==> config.mk <==
export PLATFORM = sky130hd
export DESIGN_NAME = dual_bus_fifo
export DESIGN_NICKNAME = d
export VERILOG_FILES = /design/src/rtl/dbf_pkg.sv /design/src/rtl/dbf_src_mux.sv /design/src/rtl/dbf_ctrl.sv /design/src/rtl/dbf_store.sv /design/src/rtl/dual_bus_fifo.sv
export SDC_FILE = /design/constraint.sdc
export NUM_CORES = 1
export LEC_CHECK = 0
export BUFFER_PORTS_ARGS = -buffer_cell sky130_fd_sc_hd__buf_2
export CORE_MARGIN = 2
export CORE_UTILIZATION = 42
export DETAILED_ROUTE_END_ITERATION = 10
export PLACE_DENSITY = 0.65
export SLEW_MARGIN = 20
export SYNTH_ARGS = -nofsm -noshare
export SYNTH_HDL_FRONTEND = slang
export SYNTH_HIERARCHICAL = 1
export SYNTH_SLANG_ARGS = --single-unit
==> constraint.sdc <==
create_clock -name clk -period 7.7 [get_ports clk]
set_input_delay 1.155 -clock clk [delete_from_list [all_inputs] [get_ports clk]]
set_output_delay 1.155 -clock clk [all_outputs]
set_load 0.005 [all_outputs]
==> src/rtl/dbf_pkg.sv <==
package dbf_pkg;
   typedef enum logic {SRC_A = 1'b0, SRC_B = 1'b1} src_e;

   function automatic int unsigned idx_bits(input int unsigned n);
      return (n < 2) ? 1 : $clog2(n);
   endfunction
endpackage

==> src/rtl/dbf_src_mux.sv <==
module dbf_src_mux #(
   parameter int unsigned WIDTH = 32
) (
   input  logic             sel,
   input  logic [WIDTH-1:0] bus_a,
   input  logic [WIDTH-1:0] bus_b,
   output logic [WIDTH-1:0] word
);
   import dbf_pkg::*;

   src_e src;
   assign src = src_e'(sel);

   always_comb begin
      unique case (src)
         SRC_B:   word = bus_b;
         default: word = bus_a;
      endcase
   end
endmodule

==> src/rtl/dbf_ctrl.sv <==
module dbf_ctrl #(
   parameter int unsigned DEPTH = 8,
   localparam int unsigned PW = dbf_pkg::idx_bits(DEPTH),
   localparam int unsigned CW = $clog2(DEPTH + 1)
) (
   input  logic          clk,
   input  logic          rst,
   input  logic          rd_req,
   input  logic          wr_req,
   output logic          push,
   output logic          pop,
   output logic [PW-1:0] wptr,
   output logic [PW-1:0] rptr,
   output logic          not_empty,
   output logic          not_full
);
   localparam logic [CW-1:0] FULL_CNT = CW'(DEPTH);
   localparam logic [PW-1:0] LAST_IDX = PW'(DEPTH - 1);
   localparam bit POW2 = ((DEPTH & (DEPTH - 1)) == 0);

   logic [CW-1:0] count;
   logic [PW-1:0] wptr_nx, rptr_nx;

   assign not_empty = (count != '0);
   assign not_full  = (count != FULL_CNT);
   // a pop frees a slot in the same edge, so a full buffer may also take a push
   assign pop  = rd_req && not_empty;
   assign push = wr_req && (not_full || rd_req);

   generate
      if (POW2) begin : g_wrap_free
         assign wptr_nx = wptr + 1'b1;
         assign rptr_nx = rptr + 1'b1;
      end else begin : g_wrap_cmp
         assign wptr_nx = (wptr == LAST_IDX) ? '0 : wptr + 1'b1;
         assign rptr_nx = (rptr == LAST_IDX) ? '0 : rptr + 1'b1;
      end
   endgenerate

   always_ff @(posedge clk) begin
      if (rst) begin
         wptr  <= '0;
         rptr  <= '0;
         count <= '0;
      end else begin
         if (push) wptr <= wptr_nx;
         if (pop)  rptr <= rptr_nx;
         unique case ({push, pop})
            2'b10:   count <= count + 1'b1;
            2'b01:   count <= count - 1'b1;
            default: count <= count;
         endcase
      end
   end

   p_reset_empty_r1: assert property (@(posedge clk) disable iff (rst)
      $past(rst) |-> (!not_empty && not_full));
   p_no_overflow_r5: assert property (@(posedge clk) disable iff (rst)
      count <= FULL_CNT);
   p_full_both_r6: assert property (@(posedge clk) disable iff (rst)
      (!not_full && wr_req && rd_req) |=> (!not_full && rptr != $past(rptr)));
   p_empty_both_r7: assert property (@(posedge clk) disable iff (rst)
      (!not_empty && wr_req && rd_req) |=> (count == CW'(1)));
   p_full_hold_r8: assert property (@(posedge clk) disable iff (rst)
      (!not_full && wr_req && !rd_req) |=> ($stable(wptr) && $stable(rptr) && !not_full));
   p_empty_hold_r9: assert property (@(posedge clk) disable iff (rst)
      (!not_empty && rd_req && !wr_req) |=> ($stable(rptr) && !not_empty));
endmodule

==> src/rtl/dbf_store.sv <==
module dbf_store #(
   parameter int unsigned WIDTH = 32,
   parameter int unsigned DEPTH = 8,
   localparam int unsigned PW = dbf_pkg::idx_bits(DEPTH)
) (
   input  logic             clk,
   input  logic             rst,
   input  logic             we,
   input  logic [PW-1:0]    waddr,
   input  logic [WIDTH-1:0] wword,
   input  logic [PW-1:0]    raddr,
   output logic [WIDTH-1:0] rword
);
   logic [WIDTH-1:0] mem [DEPTH];

   always_ff @(posedge clk) begin
      if (we) mem[waddr] <= wword;
   end

   assign rword = mem[raddr];

   p_store_word_r2: assert property (@(posedge clk) disable iff (rst)
      we |=> (mem[$past(waddr)] == $past(wword)));
endmodule

==> src/rtl/dual_bus_fifo.sv <==
module dual_bus_fifo #(
   parameter int unsigned WIDTH = 32,
   parameter int unsigned DEPTH = 8
) (
   input  logic             clk,
   input  logic             rst,
   input  logic             rd_req,
   input  logic             wr_req,
   output logic             rd_ok,
   output logic             wr_ok,
   input  logic             bus_sel,
   input  logic [WIDTH-1:0] wdata_a,
   input  logic [WIDTH-1:0] wdata_b,
   output logic [WIDTH-1:0] rdata
);
   localparam int unsigned PW = dbf_pkg::idx_bits(DEPTH);

   generate
      if (DEPTH < 2) begin : g_bad_depth
         $error("dual_bus_fifo: DEPTH must be at least 2");
      end
      if (WIDTH < 1) begin : g_bad_width
         $error("dual_bus_fifo: WIDTH must be at least 1");
      end
   endgenerate

   logic             push, pop;
   logic [PW-1:0]    wptr, rptr;
   logic [WIDTH-1:0] in_word;

   dbf_src_mux #(.WIDTH(WIDTH)) u_mux (
      .sel   (bus_sel),
      .bus_a (wdata_a),
      .bus_b (wdata_b),
      .word  (in_word)
   );

   dbf_ctrl #(.DEPTH(DEPTH)) u_ctrl (
      .clk       (clk),
      .rst       (rst),
      .rd_req    (rd_req),
      .wr_req    (wr_req),
      .push      (push),
      .pop       (pop),
      .wptr      (wptr),
      .rptr      (rptr),
      .not_empty (rd_ok),
      .not_full  (wr_ok)
   );

   dbf_store #(.WIDTH(WIDTH), .DEPTH(DEPTH)) u_store (
      .clk   (clk),
      .rst   (rst),
      .we    (push),
      .waddr (wptr),
      .wword (in_word),
      .raddr (rptr),
      .rword (rdata)
   );

   p_pop_needs_word_r4: assert property (@(posedge clk) disable iff (rst)
      pop |-> rd_ok);
endmodule

==> reports/results.ini, run 1 <==
[power]
powerDensity_mw_per_mm2=277
ir_worst_vdd_uv=143
p_leak_uw=0.00430

[global_routing]
antenna_found_initial=0
grt.total_usage=0.154
overflow=0
grt_pass1_vias=5435
grt_pass1_wl_um=31200
grt_max_degree=66

[die]
die_w_um=165
initial_core_util=0.430
die_h_um=165
coreArea_sq_mm=0.0253
die_area_sq_mm=0.0272
row_count=58
io_pins=103

[timing]
min_period_over_period=0.496
clock.fmax_ghz=0.262
rsz0062_at_grt=false
hold_violations=0
setup_viol=0
finalMaxSlewViolations=0
worst_pin_slew_ns=1.12
finClkSkew_ns=0.0202
post-route-min-period_ns=3.82
tns_ns=0
slew_headroom=0.251

[job]
max_cap_violations=0

[yosys]
synth_common_cells=edfxtp_1 (256), mux4_1 (40), mux2_2 (34)
synth-async-reset-ratio=0
yosys.area.top_type_share=0.706
synth_fa_ha_area_frac=0.00758
yosys_register_bits=266
synth_cells=476
muxShareOfSynthArea=0.223
synth_area_leaders=edfxtp_1 (71%), mux4_1 (9.6%), mux4_2 (5.0%)
syn_area_sq_mm=0.0109
synth-simple-area-share=0.0141
synth_top_family_by_area=multiplexers
ys_types=28
synth-compound-area-share=0.00563
synth.most_common_cell=edfxtp_1
syn_nets=551
yosys.area.top_type=edfxtp_1
avgSynthCellArea_sq_um=22.9
synth-edff-count=256
yosysWarnings=6
yosys.area_share.xor_xnor=0.00482
yosysSeqAreaShare=0.724
synthFlopType=edfxtp_1

[clocking]
cts_max_level=1
cts_root_buf=clkbuf_16
cts-buffers-inserted=27
cts_buffer_depth=3
clk_latency_ns=0.54
hold_buffers=0
cts_resized=0
cts_tree=yes
path_clk_slew_ns=0.05
clkSinkCount=266
post_cts.repair.setup_buffers=0

[drt]
first_pass_iters=4
vias=5099
dr.first_iter.drc_count=380
avgRoutedWirePerCell_um=22.0
drt-vias-per-instance=5.40
wirelength_um=20800
drc=0
ant_nets=0

[layout]
nNetsFinal=669
syn_to_final_growth_pct=16.1
fin_util=0.499
drive_gt1_frac=0.403
antennaDiodeCount=0

[setup_path]
worstPathMaxFanout=64
cp-end-kind=output pin
timing.critical_path.required_ns=6.55
slowest_stage=mux4_1
cp-start-kind=flop
crit_buf_inv=2
critical_path_arrival_ns=2.66
crit_path_max_incr_delay_ns=0.67
worstSetupPathType=flop to output pin
cp_cell_sequence=buf_6, mux4_1, mux2_2, buf_2
crit_family=multiplexers

[placement]
io_buffer_count=102
hpwl_um=11200
place_congestion=0.671

[status]
outcome=complete, no violations

[worst_hold_path]
holdCritPathClass=flop to flop

## kinds of logic (layout without fill, tap and decap cells)
family / Yosys count / in the layout
DFF: 266 / 266
muxes: 129 / 129
AOI/OAI and AO/OA: 9 / 9
xor gates and xnor gates: 6 / 6
adders and majority gates: 6 / 6
and+or+nand+nor: 32 / 32
buffers and inverters: 28 / 167
## power breakdown
part | switching [uW] | leakage [uW] | internal [uW]
Sequential | 40.5 | 0.00241 | 1670
Clock | 513 | 0.000427 | 782
Combinational | 242 | 0.00146 | 265
## flip-flops by register name, summed over array words and instances (netlist names)
name / flops
u_ctrl/rptr: 3
u_ctrl/count: 4
u_ctrl/wptr: 3
u_store/mem: 256
## worst register-to-register path, stage by stage (launching register included)
cell and delay [ns]:
dfxtp_1 0.35, or4_1 0.63, nand2_1 0.17, inv_1 0.06
ha_1 0.22, ha_1 0.34, a21oi_1 0.20, a21oi_1 0.12
or4_1 0.48, a21oi_1 0.17
## per-layer routing
metal / global-route usage / part of all wire
met2: 0.267 / 0.50
met4: 0.0300 / 0.012
met5: 0 / 0
met3: 0.0242 / 0.037
met1: 0.208 / 0.45
## final cells by class
class | count | area [sq um]
fillers | 2005 | 12700
flip-flops and latches | 266 | 7900
multi-input cells | 182 | 2840
clock buffers | 35 | 706
repair buffers | 112 | 589
well taps | 330 | 413
clock inverters | 15 | 184
inverters | 5 | 18.8
## cells in the final DEF (no fill, tap or decap), types with 6 or more instances in the layout
cell / instances
mux4_1: 40
mux2_2: 34
clkbuf_16: 27
buf_4: 9
clkbuf_1: 8
a21oi_1: 6
nor2_4: 6
mux4_2: 24
nor2_1: 10
mux2_4: 30
buf_2: 102
xor2_1: 6
dfxtp_1: 7
edfxtp_1: 256
clkinv_1: 7
## path summary, 6_finish.rpt
| kind | from | end | slack (ns) | depth (start not counted) |
|---|---|---|---|---|
| hold reg to reg | u_ctrl/rptr[0]$_SDFFE_PP0P_ | u_ctrl/rptr[0]$_SDFFE_PP0P_ | 0.53 | 2 |
| hold / removal | u_ctrl/rptr[0]$_SDFFE_PP0P_ | u_ctrl/rptr[0]$_SDFFE_PP0P_ | 0.53 | 2 |
| setup reg to reg | u_ctrl/count[0]$_SDFFE_PP0P_ | u_ctrl/count[3]$_SDFFE_PP0P_ | 4.89 | 9 |
| setup / recovery | u_ctrl/rptr[0]$_SDFFE_PP0P_ | rdata[15] | 3.88 | 4 |
## stage by stage
stage	power [uW]	instances	worst slack, ns	hold slack [ns]	instance area [sq um]
finish	3510	945	3.88	0.527	12600
global route	3650	945	3.77	0.567	12600
global placement	2230	895	4.17	0.475	11800
detailed placement	2250	895	4.28	0.520	11800
floorplan	2080	476	3.65	0.452	10900
CTS	3550	945	3.82	0.533	12600
No activity file was read; power rests on OpenSTA's default activity.
==> run 2: changes to the inputs <==
==> constraint.sdc (replaced) <==
create_clock -name clk -period 3.6 [get_ports clk]
set_input_delay 0.54 -clock clk [delete_from_list [all_inputs] [get_ports clk]]
set_output_delay 0.54 -clock clk [all_outputs]
set_load 0.005 [all_outputs]
==> reports/results.ini, run 2 (synthesis gave the netlist of run 1 again) <==
[layout]
drive_gt1_frac=0.407
syn_to_final_growth_pct=15.7
largest_register_ffs=256
nNetsFinal=672
multi_input_area_sq_mm=0.00284
antennaDiodeCount=0
layout_common_cells=edfxtp_1 (256), buf_2 (102), mux4_1 (40), mux2_2 (34), mux2_4 (30)
instances_no_fill=945
seq_area_sq_mm=0.00790
final_common_cell=edfxtp_1
top_register=u_store/mem
reg_top3=u_store/mem (256), u_ctrl/count (4)
fillCellCount=2002

[drt]
ant_nets=0
vias=4959
drc=0
avgRoutedWirePerCell_um=21.2
first_pass_iters=4
dr.first_iter.drc_count=296
wirelength_um=20000
drt-vias-per-instance=5.25

[power]
p_switching_uw=1640
p_sw_frac=0.225
p_seq_frac=0.506
combPwrFrac=0.146
p_leak_uw=0.00428
p_int_uw=5630
ir_worst_vdd_uv=314
powerDensity_mw_per_mm2=576
clock_power_share=0.348
finalPower_uw=7270

[global_routing]
antenna_found_initial=0
grt_max_degree=66
grt_util_met2=0.254
use_met1=0.198
top_usage_layer=met2
overflow=0
grt.total_usage=0.148
grt_pass1_vias=5206
grt_pass1_wl_um=29700
gr-usage-met3=0.0230

[setup_path]
worstPathMaxFanout=30
cp-end-kind=output pin
timing.critical_path.required_ns=3.06
critical_path_arrival_ns=2.55
cp-start-kind=flop
worstSetupPathType=flop to output pin

[status]
outcome=complete, no violations

[placement]
dpl.cell_count=898
place_congestion=0.682
io_buffer_count=102
hpwl_um=11300
dp_slack_ns=0.899

[timing]
clock.fmax_ghz=0.323
hold_violations=0
rsz0062_at_grt=false
post-route-min-period_ns=3.09
tns_ns=0
slew_headroom=0.400
min_period_over_period=0.859
finalMaxSlewViolations=0
finClkSkew_ns=0.00634
setup_ws_ns=0.507
worst_pin_slew_ns=0.900
holdWs_ns=0.321
setup_viol=0

[die]
row_count=58
coreArea_sq_mm=0.0253
die_h_um=165
io_pins=103
die_area_sq_mm=0.0272
initial_core_util=0.430
die_w_um=165

[clocking]
cts_max_level=1
post_cts.repair.setup_buffers=0
cts_tree=yes
clkSinkCount=266
path_clk_slew_ns=0.05
cts-buffers-inserted=27
clk_latency_ns=0.51
cts_root_buf=clkbuf_16
hold_buffers=0
cts_buffer_depth=3
cts_resized=0

[worst_hold_path]
holdCritPathClass=input pin to flop

[job]
max_cap_violations=0

run 2: changes by cell type in the layout (fill, tap and decap cells not counted), sizes merged:
cell      change
clkinv        -2
bufinv        -3
buf           +3
clkinvlp      -1
clkbuf        +4
inv           -1
run 2: critical path, stage by stage (launching register included):
cell	delay, ns
dfxtp_4	0.69
buf_4	0.35
mux4_1	0.58
mux2_2	0.28
buf_2	0.12
run 2: final cells by class:
cell class / count / area share
Clock inverter: 8 / 0.00516
Tap cell: 330 / 0.0328
Sequential cell: 266 / 0.626
Multi-Input combinational cell: 182 / 0.225
Clock buffer: 39 / 0.0588
Inverter: 5 / 0.00149
Timing Repair Buffer: 115 / 0.0502
run 2: worst paths after layout:
| kind | cells after the start | from | endpoint | slack (ns) |
|---|---|---|---|---|
| worst max-delay path | 4 | u_ctrl/rptr[0]$_SDFFE_PP0P_ | rdata[21] | 0.51 |
| worst min-delay path | 2 | rst | u_ctrl/rptr[1]$_SDFFE_PP0P_ | 0.32 |
| worst max register to register | 9 | u_ctrl/count[0]$_SDFFE_PP0P_ | u_ctrl/count[3]$_SDFFE_PP0P_ | 0.88 |
| worst min register to register | 2 | u_ctrl/count[3]$_SDFFE_PP0P_ | u_ctrl/count[3]$_SDFFE_PP0P_ | 0.54 |
run 2: per-stage QoR:
step	util	instance area, sq um
2_1_floorplan	-	10900
3_3_place_gp	0.466	11800
3_5_place_dp	0.466	11800
4_1_cts	0.498	12600
5_1_grt	0.498	12600
6_report	0.498	12600
run 2: metal layers:
metal,vias up,wire length [um]
li1,2256,-
met1,2566,8780
met2,107,10100
met3,30,749
met4,0,384
met5,-,0
run 2: power groups by stage:
stage	Sequential [uW]	Combinational, uW	Clock (uW)
2_1_floorplan	3660	796	0
3_3_place_gp	3730	1060	0
3_5_place_dp	3740	1080	0
4_1_cts	3680	1090	2590
5_1_grt	3690	1160	2710
6_report	3670	1060	2530
==> run 3: changes to the inputs <==
--- a/config.mk
+++ b/config.mk
@@ -6,10 +6,12 @@
 export NUM_CORES = 1
 export LEC_CHECK = 0
 export BUFFER_PORTS_ARGS = -buffer_cell sky130_fd_sc_hd__buf_2
+export CORE_ASPECT_RATIO = 2
 export CORE_MARGIN = 2
 export CORE_UTILIZATION = 42
 export DETAILED_ROUTE_END_ITERATION = 10
 export PLACE_DENSITY = 0.65
+export REMOVE_ABC_BUFFERS = 1
 export SLEW_MARGIN = 20
 export SYNTH_ARGS = -nofsm -noshare
 export SYNTH_HDL_FRONTEND = slang
==> reports/results.ini, run 3 (synthesis gave the netlist of run 1 again) <==
[status]
outcome=complete, no violations

[timing]
finalMaxSlewViolations=0
setup_viol=0
hold_violations=0
post-route-min-period_ns=2.93
finClkSkew_ns=0.00517
clock.fmax_ghz=0.341
tns_ns=0
slew_headroom=0.369
rsz0062_at_grt=false
min_period_over_period=0.814
worst_pin_slew_ns=0.946

[layout]
nNetsFinal=671
fin_area_sq_mm=0.0126
drive_gt1_frac=0.408
final_common_cell=edfxtp_1
top_register=u_store/mem
layout_common_cells=edfxtp_1 (256), buf_2 (102), mux4_1 (40), mux2_2 (34), mux2_4 (30)
syn_to_final_growth_pct=15.6
reg_top3=u_store/mem (256), u_ctrl/count (4)
largest_register_ffs=256

[drt]
vias=5064
avgRoutedWirePerCell_um=22.0
drc=0
first_pass_iters=4
ant_nets=0
dr.first_iter.drc_count=192
drt-vias-per-instance=5.31
wirelength_um=21000

[clocking]
cts_root_buf=clkbuf_16
cts_resized=0
hold_buffers=0
cts-buffers-inserted=22
path_clk_slew_ns=0.06
post_cts.repair.setup_buffers=0
clkSinkCount=266
cts_buffer_depth=3
cts_tree=yes
cts_max_level=1
clk_latency_ns=0.51

[die]
io_pins=103
die_h_um=232
coreArea_sq_mm=0.0255
initial_core_util=0.426
die_w_um=118
row_count=83
die_area_sq_mm=0.0273

[setup_path]
crit_buf_inv=2
crit_family=multiplexers
cp-start-kind=flop
r2r_start=u_ctrl/count[0]$_SDFFE_PP0P_
worstSetupPathType=flop to output pin
cp_cell_sequence=buf_4, mux4_1, mux2_2, buf_2
slowest_stage=mux4_1
critical_path_arrival_ns=2.39
worstPathMaxFanout=26
crit_path_max_incr_delay_ns=0.63
cp-end-kind=output pin
timing.critical_path.required_ns=3.06
crit_start=u_ctrl/rptr[0]$_SDFFE_PP0P_
rrSetupSlack_ns=0.72

[global_routing]
overflow=0
grt.total_usage=0.154
antenna_found_initial=1
grt_max_degree=66
grt_pass1_wl_um=31400
grt_pass1_vias=5514

[worst_hold_path]
hold_start=rst
holdCritPathClass=input pin to flop

[power]
ir_worst_vdd_uv=360
p_int_uw=5430
p_seq_frac=0.517
p_sw_frac=0.229
powerDensity_mw_per_mm2=559
combPwrFrac=0.159
finalPower_uw=7040
clock_power_share=0.324
p_leak_uw=0.00426
p_switching_uw=1610

[placement]
hpwl_um=12600
place_congestion=0.730
dpl_cell_area_sq_mm=0.0119
io_buffer_count=102

[job]
max_cap_violations=0

==> run 3: stage by stage <==
step                worst slack (ns)  hold slack, ns   util  cells
floorplan                     -0.214           0.451      -    453
global placement                1.03           0.475  0.465    912
detailed placement             0.799           0.529  0.465    912
CTS                            0.595           0.310  0.493    952
global route                   0.555           0.336  0.493    953
finish                         0.669           0.335  0.493    953
==> run 3: worst reg2reg max path, cell delays in order (launching register included) <==
cell	delay [ns]
dfxtp_1	0.36
or4_1	0.61
nand2_1	0.16
inv_1	0.06
ha_1	0.21
ha_1	0.35
a21oi_1	0.20
a21oi_1	0.12
or4_1	0.52
a21oi_1	0.20
==> run 3: cell type report <==
| class | instances | area, sq um |
|---|---|---|
| repair buffers | 119 | 701 |
| well taps | 340 | 425 |
| clock buffers | 30 | 663 |
| flip-flops and latches | 266 | 7900 |
| fillers | 2119 | 13000 |
| inverters | 5 | 18.8 |
| multi-input cells | 182 | 2840 |
| clock inverters | 10 | 42.5 |
| diodes | 1 | 2.50 |
==> run 3: path summary, 6_finish.rpt <==
check | to | depth (start not counted)
min | u_ctrl/rptr[2]$_SDFFE_PP0P_ | 2
min reg2reg | u_ctrl/wptr[2]$_SDFFE_PP0P_ | 2
max | rdata[6] | 4
max reg2reg | u_ctrl/count[3]$_SDFFE_PP0P_ | 9
==> run 3: power by group through the flow <==
stage,clock [uW],combinational [uW],sequential (uW)
global placement,0,1100,3690
global route,2440,1220,3650
finish,2280,1120,3640
detailed placement,0,1140,3710
CTS,2350,1150,3640
floorplan,0,661,3750
==> run 3: routing by layer <==
layer,up-vias,share of wire,global-route usage
li1,2253,-,-
met1,2679,0.37,0.168
met2,98,0.57,0.301
met3,34,0.029,0.0179
met4,0,0.026,0.0602
met5,-,0,0
